### src/rtl/ftx_pkg.sv
// Package: shared constants and the byte-sequencer state type of the
// framed link transmit generator.
package ftx_pkg;
    localparam logic [7:0] K_SOF    = 8'hBC;
    localparam logic [7:0] K_TICK   = 8'h3C;
    localparam logic [7:0] K_MSEC   = 8'h5C;
    localparam logic [7:0] K_SEC    = 8'h7C;
    localparam logic [7:0] ADDR_NUL = 8'h80;

    typedef enum logic [2:0] {
        ST_MARK,
        ST_PROTO,
        ST_ADDR,
        ST_DATA,
        ST_CTRL
    } ftx_state_e;
endpackage

### src/rtl/ftx_timebase.sv
// Module: ftx_timebase
// Keeps the frame/tick/millisecond phase and picks the marker for the
// frame that starts at the next edge where frame_start_i is high.
// Assumes frame_start_i is high for one cycle per frame. A PPS pulse
// on any cycle forces the next frame to phase zero (second marker).
module ftx_timebase #(
    parameter int FRAMES_PER_TICK = 5,
    parameter int TICKS_PER_MS    = 500,
    parameter int MS_PER_SEC      = 1000
) (
    input  logic       clk,
    input  logic       rst_n,
    input  logic       pps_i,
    input  logic       frame_start_i,
    output logic [7:0] marker_o
);
    import ftx_pkg::*;

    localparam int FW = $clog2(FRAMES_PER_TICK > 1 ? FRAMES_PER_TICK : 2);
    localparam int TW = $clog2(TICKS_PER_MS > 1 ? TICKS_PER_MS : 2);
    localparam int MW = $clog2(MS_PER_SEC > 1 ? MS_PER_SEC : 2);

    logic [FW-1:0] frm_q, frm_eff;
    logic [TW-1:0] tck_q, tck_eff;
    logic [MW-1:0] ms_q, ms_eff;
    logic          pps_pend_q;
    logic          realign;

    // Effective phase of the frame about to start, PPS applied.
    always_comb begin
        realign = pps_pend_q | pps_i;
        frm_eff = realign ? '0 : frm_q;
        tck_eff = realign ? '0 : tck_q;
        ms_eff  = realign ? '0 : ms_q;
    end

    // Marker choice, coarsest flag first.
    always_comb begin
        if (frm_eff == '0 && tck_eff == '0 && ms_eff == '0) marker_o = K_SEC;
        else if (frm_eff == '0 && tck_eff == '0)            marker_o = K_MSEC;
        else if (frm_eff == '0)                             marker_o = K_TICK;
        else                                                marker_o = K_SOF;
    end

    // Phase counters advance once per frame start.
    always_ff @(posedge clk) begin
        if (!rst_n) begin
            frm_q <= '0;
            tck_q <= '0;
            ms_q  <= '0;
        end else if (frame_start_i) begin
            if (frm_eff == FW'(FRAMES_PER_TICK - 1)) begin
                frm_q <= '0;
                if (tck_eff == TW'(TICKS_PER_MS - 1)) begin
                    tck_q <= '0;
                    ms_q  <= (ms_eff == MW'(MS_PER_SEC - 1)) ? '0 : ms_eff + 1'b1;
                end else begin
                    tck_q <= tck_eff + 1'b1;
                    ms_q  <= ms_eff;
                end
            end else begin
                frm_q <= frm_eff + 1'b1;
                tck_q <= tck_eff;
                ms_q  <= ms_eff;
            end
        end
    end

    // Holds a PPS seen between frame starts until the next one.
    always_ff @(posedge clk) begin
        if (!rst_n)             pps_pend_q <= 1'b0;
        else if (frame_start_i) pps_pend_q <= 1'b0;
        else if (pps_i)         pps_pend_q <= 1'b1;
    end
endmodule

### src/rtl/ftx_parity.sv
// Module: ftx_parity
// Combinational split parity over NBYTES bytes: odd_o is the XOR of
// bit positions 1,3,5,7 of every byte, even_o of positions 0,2,4,6.
module ftx_parity #(
    parameter int NBYTES = 11
) (
    input  logic [NBYTES*8-1:0] bytes_i,
    output logic                odd_o,
    output logic                even_o
);
    logic [NBYTES-1:0] odd_b, even_b;

    for (genvar b = 0; b < NBYTES; b++) begin : g_byte
        // Per-byte partial parities.
        assign odd_b[b]  = ^{bytes_i[b*8+7], bytes_i[b*8+5], bytes_i[b*8+3], bytes_i[b*8+1]};
        assign even_b[b] = ^{bytes_i[b*8+6], bytes_i[b*8+4], bytes_i[b*8+2], bytes_i[b*8+0]};
    end

    assign odd_o  = ^odd_b;
    assign even_o = ^even_b;
endmodule

### src/rtl/ftx_seq.sv
// Module: ftx_seq
// Byte-slot sequencer: marker, identifier, then NPKT packets of
// address, PLD_BYTES payload bytes and control. The state names the
// byte that is emitted at the next clock edge.
module ftx_seq #(
    parameter int NPKT      = 4,
    parameter int PLD_BYTES = 10
) (
    input  logic                                  clk,
    input  logic                                  rst_n,
    output ftx_pkg::ftx_state_e                   state_o,
    output logic [$clog2(PLD_BYTES)-1:0]          idx_o,
    output logic                                  frame_start_o,
    output logic                                  take_o
);
    import ftx_pkg::*;

    localparam int IW = $clog2(PLD_BYTES);
    localparam int PW = $clog2(NPKT > 1 ? NPKT : 2);

    ftx_state_e    st_q;
    logic [IW-1:0] idx_q;
    logic [PW-1:0] pkt_q;

    // Walks through the byte slots of a frame.
    always_ff @(posedge clk) begin
        if (!rst_n) begin
            st_q  <= ST_MARK;
            idx_q <= '0;
            pkt_q <= '0;
        end else begin
            case (st_q)
                ST_MARK:  st_q <= ST_PROTO;
                ST_PROTO: st_q <= ST_ADDR;
                ST_ADDR: begin
                    st_q  <= ST_DATA;
                    idx_q <= '0;
                end
                ST_DATA: begin
                    if (idx_q == IW'(PLD_BYTES - 1)) st_q <= ST_CTRL;
                    else                             idx_q <= idx_q + 1'b1;
                end
                ST_CTRL: begin
                    if (pkt_q == PW'(NPKT - 1)) begin
                        pkt_q <= '0;
                        st_q  <= ST_MARK;
                    end else begin
                        pkt_q <= pkt_q + 1'b1;
                        st_q  <= ST_ADDR;
                    end
                end
                default: st_q <= ST_MARK;
            endcase
        end
    end

    assign state_o       = st_q;
    assign idx_o         = idx_q;
    assign frame_start_o = (st_q == ST_MARK) && rst_n;
    assign take_o        = (st_q == ST_ADDR) && rst_n;
endmodule

### src/rtl/frame_tx_gen.sv
// Module: frame_tx_gen
// Continuous framed byte stream for an 8b/10b PCS: timing marker,
// identifier, NPKT packets with split parity in the control byte.
// Assumes one byte per clock with no back-pressure. Payloads come
// through a one-cycle take strobe; an empty slot goes to address 0x80.
module frame_tx_gen #(
    parameter int          FRAMES_PER_TICK = 5,
    parameter int          TICKS_PER_MS    = 500,
    parameter int          MS_PER_SEC      = 1000,
    parameter int          NPKT            = 4,
    parameter int          PLD_BYTES       = 10,
    parameter logic [7:0]  PROTO_ID        = 8'hAA
) (
    input  logic                   clk,
    input  logic                   rst_n,
    input  logic                   pps_i,
    output logic                   pld_take_o,
    input  logic                   pld_valid_i,
    input  logic [7:0]             pld_addr_i,
    input  logic [PLD_BYTES*8-1:0] pld_data_i,
    input  logic [3:0]             pld_side_i,
    output logic [7:0]             tx_data_o,
    output logic                   tx_k_o
);
    import ftx_pkg::*;

    localparam int IW = $clog2(PLD_BYTES);
    localparam int DW = PLD_BYTES * 8;

    ftx_state_e     state;
    logic [IW-1:0]  idx;
    logic           frame_start;
    logic [7:0]     marker;
    logic [7:0]     pkt_addr_q;
    logic [DW-1:0]  pkt_data_q;
    logic [3:0]     pkt_side_q;
    logic           par_odd, par_even;

    ftx_seq #(.NPKT(NPKT), .PLD_BYTES(PLD_BYTES)) u_seq (
        .clk           (clk),
        .rst_n         (rst_n),
        .state_o       (state),
        .idx_o         (idx),
        .frame_start_o (frame_start),
        .take_o        (pld_take_o)
    );

    ftx_timebase #(
        .FRAMES_PER_TICK (FRAMES_PER_TICK),
        .TICKS_PER_MS    (TICKS_PER_MS),
        .MS_PER_SEC      (MS_PER_SEC)
    ) u_tb (
        .clk           (clk),
        .rst_n         (rst_n),
        .pps_i         (pps_i),
        .frame_start_i (frame_start),
        .marker_o      (marker)
    );

    ftx_parity #(.NBYTES(PLD_BYTES + 1)) u_par (
        .bytes_i ({pkt_data_q, pkt_addr_q}),
        .odd_o   (par_odd),
        .even_o  (par_even)
    );

    // Latches the offered packet, or an empty one, in the address slot.
    always_ff @(posedge clk) begin
        if (!rst_n) begin
            pkt_addr_q <= '0;
            pkt_data_q <= '0;
            pkt_side_q <= '0;
        end else if (state == ST_ADDR) begin
            pkt_addr_q <= pld_valid_i ? pld_addr_i : ADDR_NUL;
            pkt_data_q <= pld_valid_i ? pld_data_i : '0;
            pkt_side_q <= pld_valid_i ? pld_side_i : '0;
        end
    end

    // Output byte register, one byte per slot.
    always_ff @(posedge clk) begin
        if (!rst_n) begin
            tx_data_o <= '0;
            tx_k_o    <= 1'b0;
        end else begin
            tx_k_o <= (state == ST_MARK);
            case (state)
                ST_MARK:  tx_data_o <= marker;
                ST_PROTO: tx_data_o <= PROTO_ID;
                ST_ADDR:  tx_data_o <= pld_valid_i ? pld_addr_i : ADDR_NUL;
                ST_DATA:  tx_data_o <= pkt_data_q[int'(idx)*8 +: 8];
                ST_CTRL:  tx_data_o <= {par_odd, par_even, 2'b00, pkt_side_q};
                default:  tx_data_o <= '0;
            endcase
        end
    end
endmodule

### config.mk
export PLATFORM = sky130hd
export DESIGN_NAME = frame_tx_gen
export DESIGN_NICKNAME = d
export VERILOG_FILES = /design/src/rtl/ftx_pkg.sv /design/src/rtl/ftx_timebase.sv /design/src/rtl/ftx_parity.sv /design/src/rtl/ftx_seq.sv /design/src/rtl/frame_tx_gen.sv
export SDC_FILE = /design/constraint.sdc
export NUM_CORES = 1
export LEC_CHECK = 0
export BUFFER_PORTS_ARGS = -buffer_cell sky130_fd_sc_hd__buf_2
export CAP_MARGIN = 20
export CORE_ASPECT_RATIO = 1.25
export CORE_MARGIN = 5
export CORE_UTILIZATION = 50
export DETAILED_ROUTE_END_ITERATION = 10
export GPL_TIMING_DRIVEN = 0
export PLACE_DENSITY = 0.8
export SLEW_MARGIN = 5
export SYNTH_ARGS = -nofsm -noshare
export SYNTH_HDL_FRONTEND = slang
export SYNTH_HIERARCHICAL = 1
export SYNTH_SLANG_ARGS = --single-unit
### constraint.sdc
create_clock -name clk -period 4.2 [get_ports clk]
set_input_delay 0.63 -clock clk [delete_from_list [all_inputs] [get_ports clk]]
set_output_delay 0.63 -clock clk [all_outputs]
set_load 0.01 [all_outputs]
After elaboration in Yosys (flattened, before gate mapping)
Index checks and enable logic that the tools add are counted.

Register bits after elaboration: 133. Latch bits: 0. Memory bits (writable): 0. ROM bits: 0. Input bits: 96. Output and inout port bits: 10. Word-level logic and storage cells: 88. Memories: 0.

Add/sub/neg operators: 5. Multipliers: 0. Divide/modulo/power cells: 0. Order comparisons: 0. Equal/unequal tests: 11. Shifts and indexed selects: 1. Muxes and demuxes: 22. Bitwise gates (word level): 2. Reduce and logical (&&, ||, !) cells: 35.

Operators by type and width (number): parity 4 bit (22); two-way mux 80 bit (1); indexed part select 80 x 8 -> 8 bit (1); two-way mux 10 bit (4); one-hot mux 8 bit (5 select lines) (1); two-way mux 8 bit (4); two-way mux 9 bit (3); parity 11 bit (2); one-hot mux 3 bit (5 select lines) (1); adder 10 x 1 -> 10 bit, second input constant (1); == test 10 bit, second input constant (1); zero test 10 bit (1); adder 9 x 1 -> 9 bit, second input constant (1); == test 9 bit, second input constant (1); zero test 9 bit (1); two-way mux 3 bit (3); two-way mux 4 bit (2); one-hot mux 4 bit (2 select lines) (1); == test 3 x 2 -> 1 bit, second input constant (2); == test 3 bit, second input constant (2); zero test 3 bit (2); adder 4 x 1 -> 4 bit, second input constant (1); == test 4 bit, second input constant (1); logical AND 1 bit (4); 12 further kinds (13).

Logic depth before layout (Yosys ltp)
Depth after elaboration: 7. Gate-level depth with buffers: 11. Gate-level depth less buffers: 10.

By module
Netlist, hierarchy kept.

By module, submodules not included: frame_tx_gen (instances 1, cells each 519, area each 4715.8 um^2, sequential area each 2021.9 um^2); ftx_timebase (instances 1, cells each 198, area each 1540.2 um^2, sequential area each 460.4 um^2); ftx_parity (instances 1, cells each 84, area each 763.2 um^2, sequential area each 0.0 um^2); ftx_seq (instances 1, cells each 52, area each 460.4 um^2, sequential area each 180.2 um^2).

Least setup slack after synthesis
No wires, ideal clock.

Path kind: in2reg. Start point: in pps_i. End point: reg u_tb.ms_q[9]. Library setup time: 0.072 ns. Data arrival time: 2.658 ns. Required time: 4.128 ns. Path slack: 1.471 ns. Stages: 11. Path buffers: 2. Path through: nor2_1 buf_6 nand2_1 inv_1 ha_1 nand4bb_1 or4_1 buf_2 or3_4 nand2b_1 mux2i_1.

Longest elaborated chain between the ends: 6. Elaborated cells between the ends (all ways): 11. Classes of those cells: add/sub (1); eq/ne (3); mux (6); bitwise (1).

Ends and longest elaborated chain: start: declaration (RTL line frame_tx_gen.sv:16) `input logic pps_i,`; bitwise OR 1 bit * (RTL line ftx_timebase.sv:31) `realign = pps_pend_q | pps_i;`; two-way mux 10 bit (RTL line ftx_timebase.sv:34) `ms_eff = realign ? '0 : ms_q;`; adder 10 x 1 -> 10 bit or == test 10 bit (tied branches) (RTL line ftx_timebase.sv:56) `ms_q <= (ms_eff == MW'(MS_PER_SEC - 1)) ? '0 : ms_eff + 1'b1;`; two-way mux 10 bit (RTL line ftx_timebase.sv:56); two-way mux 10 bit (RTL line ftx_timebase.sv:54) `if (tck_eff == TW'(TICKS_PER_MS - 1)) begin`; two-way mux 10 bit * (RTL line ftx_timebase.sv:52) `if (frm_eff == FW'(FRAMES_PER_TICK - 1)) begin`; end signal: assignment (RTL line ftx_timebase.sv:56); end signal: assignment (RTL line ftx_timebase.sv:59) `ms_q <= ms_eff;`; end signal: assignment (RTL line ftx_timebase.sv:64) `ms_q <= ms_eff;`; end: declaration (RTL line ftx_timebase.sv:25) `logic [MW-1:0] ms_q, ms_eff;`.

Every way passes the cells marked *; elsewhere a longest branch is shown, timed or not. A chain may end at the register's enable or synchronous reset.

Final worst setup path
Start point: reg u_tb.pps_pend_q. End point: reg u_tb.ms_q[8].

Longest elaborated chain between the ends: 6. Elaborated cells between the ends (all ways): 11. Classes of those cells: add/sub (1); eq/ne (3); mux (6); bitwise (1).

Ends and longest elaborated chain: start: declaration (RTL line ftx_timebase.sv:26) `logic pps_pend_q;`; start signal: assignment (RTL line ftx_timebase.sv:71) `if (!rst_n) pps_pend_q <= 1'b0;`; start signal: assignment (RTL line ftx_timebase.sv:72) `else if (frame_start_i) pps_pend_q <= 1'b0;`; start signal: assignment (RTL line ftx_timebase.sv:73) `else if (pps_i) pps_pend_q <= 1'b1;`; bitwise OR 1 bit * (RTL line ftx_timebase.sv:31); two-way mux 10 bit (RTL line ftx_timebase.sv:34); adder 10 x 1 -> 10 bit or == test 10 bit (tied branches) (RTL line ftx_timebase.sv:56); two-way mux 10 bit (RTL line ftx_timebase.sv:56); two-way mux 10 bit (RTL line ftx_timebase.sv:54); two-way mux 10 bit * (RTL line ftx_timebase.sv:52).

Marks and branches as above.

==> results.tsv <==
stage	metric	value	unit
final_layout	Final Net Count	1085	
detailed_routing	DR WL met2	9.68	mm
final_layout	FILL cells	1264	
final_layout	final cell count without fillers	1175	
detailed_routing	M1 wire length	8.44	mm
place	gpl congestion	0.909	
place	DP Area	0.00824	mm^2
floorplanning	Die Height	147	um
clocking	CTS buffer count	17	
timing	max-slew violations	0	
clocking	Post-CTS Hold Fix Bufs	0	
yosys	Yosys reg bits	133	
worst_setup_path	CP max stage cell	nor4bb_1	
clocking	clk_lat worst skew	0.43	ns
worst_setup_path	Worst setup EP type	flip-flop	
detailed_routing	metal3 WL	1.21	mm
worst_setup_path	Crit Path Category	reg -> reg	
clocking	Post-CTS Setup Inserts	0	
final_layout	ant diodes	0	
global_routing	vias in the first global route	6391	
floorplanning	initial core utilization	50.4	%
floorplanning	core area	0.0148	mm^2
detailed_routing	Pre-antenna DRT Iters	5	
clocking	Clock Pin Slew Worst Setup and Hold Paths	0.06	ns
detailed_routing	Vias per Instance	5.69	
clocking	htree depth	4	
final_layout	area delta synth->final	18.3	%
place	dpl cells	1143	
timing	Final setup viols	0	
timing	Setup TNS	0	ns
yosys	Avg Cell Area, Syn	8.77	um^2
floorplanning	num ports	106	
floorplanning	Die W	119	um
final_layout	FF+latch area	0.00266	mm^2
clocking	clk root buf	clkbuf_16	
timing	Least-Margin Pin Slew	1.08	ns
final_layout	post-route cell area	0.00885	mm^2
yosys	synth unique cells	64	
timing	crit path time final	2.99	ns
worst_setup_path	buffers and inverters on the worst path	1	
yosys	Syn. warnings	6	
timing	Slew headroom	27.7	%
yosys	main flop type after synthesis	dfxtp_1	
clocking	CTS tree	yes	
timing	FMAX	335	MHz
global_routing	total gr overflow	0	
clocking	Max clock buf depth	2	
power	Leak	3.26	nW
worst_setup_path	CP max FO	10	
power	Power Density	378	mW/mm^2
worst_setup_path	CP arrival	3.36	ns
yosys	mapped cell area	0.00748	mm^2
detailed_routing	vias	6680	
place	IO Port Bufs	105	
worst_setup_path	cells along the critical path	nor2_1 > buf_6 > nand2_1 > ha_1 > nor4bb_1 > nand4_1 > or4b_1 > nand3_1	
min_path	worst hold path type	reg -> reg	
worst_setup_path	Startpoint Class	flip-flop	
detailed_routing	DRC viols	0	
detailed_routing	Highest Signal Layer	met4	
clocking	post-CTS sizing	0	
worst_setup_path	CP required	4.57	ns
global_routing	first-pass GRT wire length	31.4	mm
timing	RSZ-0062 raised after global routing	no	
place	placed wire-length estimate	15.0	mm
yosys	EDFF count, synth	0	
worst_setup_path	Largest stage delay, worst path	0.84	ns
floorplanning	Row Count	50	
floorplanning	total die area	0.0175	mm^2
run_status	status	completed	
detailed_routing	Initial DRC Count	588	
yosys	async set-reset flop share out of synthesis	0	%
yosys	register area share after synthesis	35.6	%
global_routing	initial antenna violation count	0	
clocking	clock sinks	133	
worst_setup_path	family with the most delay on the worst path	simple AND/OR/NAND/NOR gates	
detailed_routing	Routed WL	20.1	mm
yosys	Mapped Cells	853	
flow_run	Max-Cap Viols	0	
global_routing	largest net degree at the start of global routing	17	
final_layout	multi-input logic area	0.00443	mm^2
detailed_routing	number of routed nets with antenna violations	0	
timing	final period utilization	71.1	%
global_routing	GRT Util Overall	22.4	%
timing	clock skew	0.00690	ns
detailed_routing	drt wl/cell	17.1	um
timing	final hold viol count	0	
final_layout	layout cells sized above 1	18.8	%
power	Peak VDD IR	0.281	mV
final_layout	commonest cells after routing, fill and taps aside	nand2_1, dfxtp_1, buf_2	
-- cell families after synthesis --
| group | count (synthesis) | share of synthesized area (%) |
|---|---|---|
| muxes | 41 | 8.95 |
| and+or+nand+nor | 342 | 22.7 |
| other | 2 | 0.100 |
| buffers and inverters | 77 | 5.29 |
| xor gates and xnor gates | 84 | 10.2 |
| AOI/OAI and AO/OA | 165 | 15.7 |
| DFF | 133 | 35.6 |
| adders and majority gates | 9 | 1.51 |
-- synth_stat cells, types with 10 or more instances --
library cell	number	area share [%]
a21boi_0	99	9.9
buf_2	13	0.87
o21ai_0	22	1.5
nor3_1	13	0.87
nor2b_1	10	0.84
dfxtp_1	133	36
inv_1	14	0.70
nand2_1	133	6.7
mux4_1	15	5.3
a21oi_1	13	0.87
nand3_1	112	7.5
xnor2_1	74	8.7
nor4_1	10	0.84
mux2i_1	14	1.9
clkbuf_1	35	1.8
nor2_1	13	0.65
mux2_2	12	1.8
-- worst reg2reg max path, delay by kind of cell, from the launching register on --
| kind | cells | cell delay (ns) |
|---|---|---|
| flops | 1 | 0.45 |
| simple gates | 6 | 2.06 |
| buf+inv | 1 | 0.19 |
| fa+ha+maj | 1 | 0.23 |
-- per-layer routing --
metal  GRT usage, %  vias up
li1               -     3270
met1           26.5     3114
met2           37.9      243
met3           5.58       53
met4           11.0        0
met5              0        -
-- final cells by class --
type,count,share of cell area (%)
multi-input combinational,646,50.1
sequential,133,30.1
timing repair buffer,105,5.94
clock buffer,23,5.40
buffer,63,3.87
tap,182,2.57
clock inverter,9,1.41
inverter,14,0.594
-- through the flow --
step | power (W) | hold slack [ns] | utilization (%) | setup WS, ns
6_report | 0.00335 | 0.459 | 59.7 | 1.21
2_1_floorplan | 0.00169 | 0.437 | - | 1.47
5_1_grt | 0.00346 | 0.482 | 59.7 | 0.963
3_5_place_dp | 0.00184 | 0.455 | 55.6 | 0.898
4_1_cts | 0.00336 | 0.462 | 59.7 | 1.20
3_3_place_gp | 0.00183 | 0.449 | 55.6 | 0.927
-- power breakdown --
group	leakage, nW	total (W)	internal, W	switching (W)
Clock	0.293	0.00153	0.000975	0.000552
Sequential	1.08	0.00134	0.00130	0.0000398
Combinational	1.88	0.000477	0.000231	0.000247
-- flip-flops by register name, indices dropped and copies added, names as in the netlist, 2 cells and up --
register and cells:
tx_data_o 8, u_seq/idx_o 4, u_tb/tck_q 9, u_tb/ms_q 10, pkt_data_q 80, pkt_addr_q 8, u_seq/state_o 3, u_tb/frm_q 3
pkt_side_q 4, u_seq/pkt_q 2
-- worst paths after layout --
path,startpoint,end,slack [ns],depth (start not counted)
worst max-delay path,u_tb/pps_pend_q$_SDFFE_PP0P_,u_tb/ms_q[8]$_SDFFE_PN0P_,1.21,8
worst min-delay path,pkt_side_q[1]$_SDFFE_PN0N_,pkt_side_q[1]$_SDFFE_PN0N_,0.46,2
worst max register to register,u_tb/pps_pend_q$_SDFFE_PP0P_,u_tb/ms_q[8]$_SDFFE_PN0P_,1.21,8
worst min register to register,pkt_side_q[1]$_SDFFE_PN0N_,pkt_side_q[1]$_SDFFE_PN0N_,0.46,2
No activity file was read; power rests on OpenSTA's default activity.
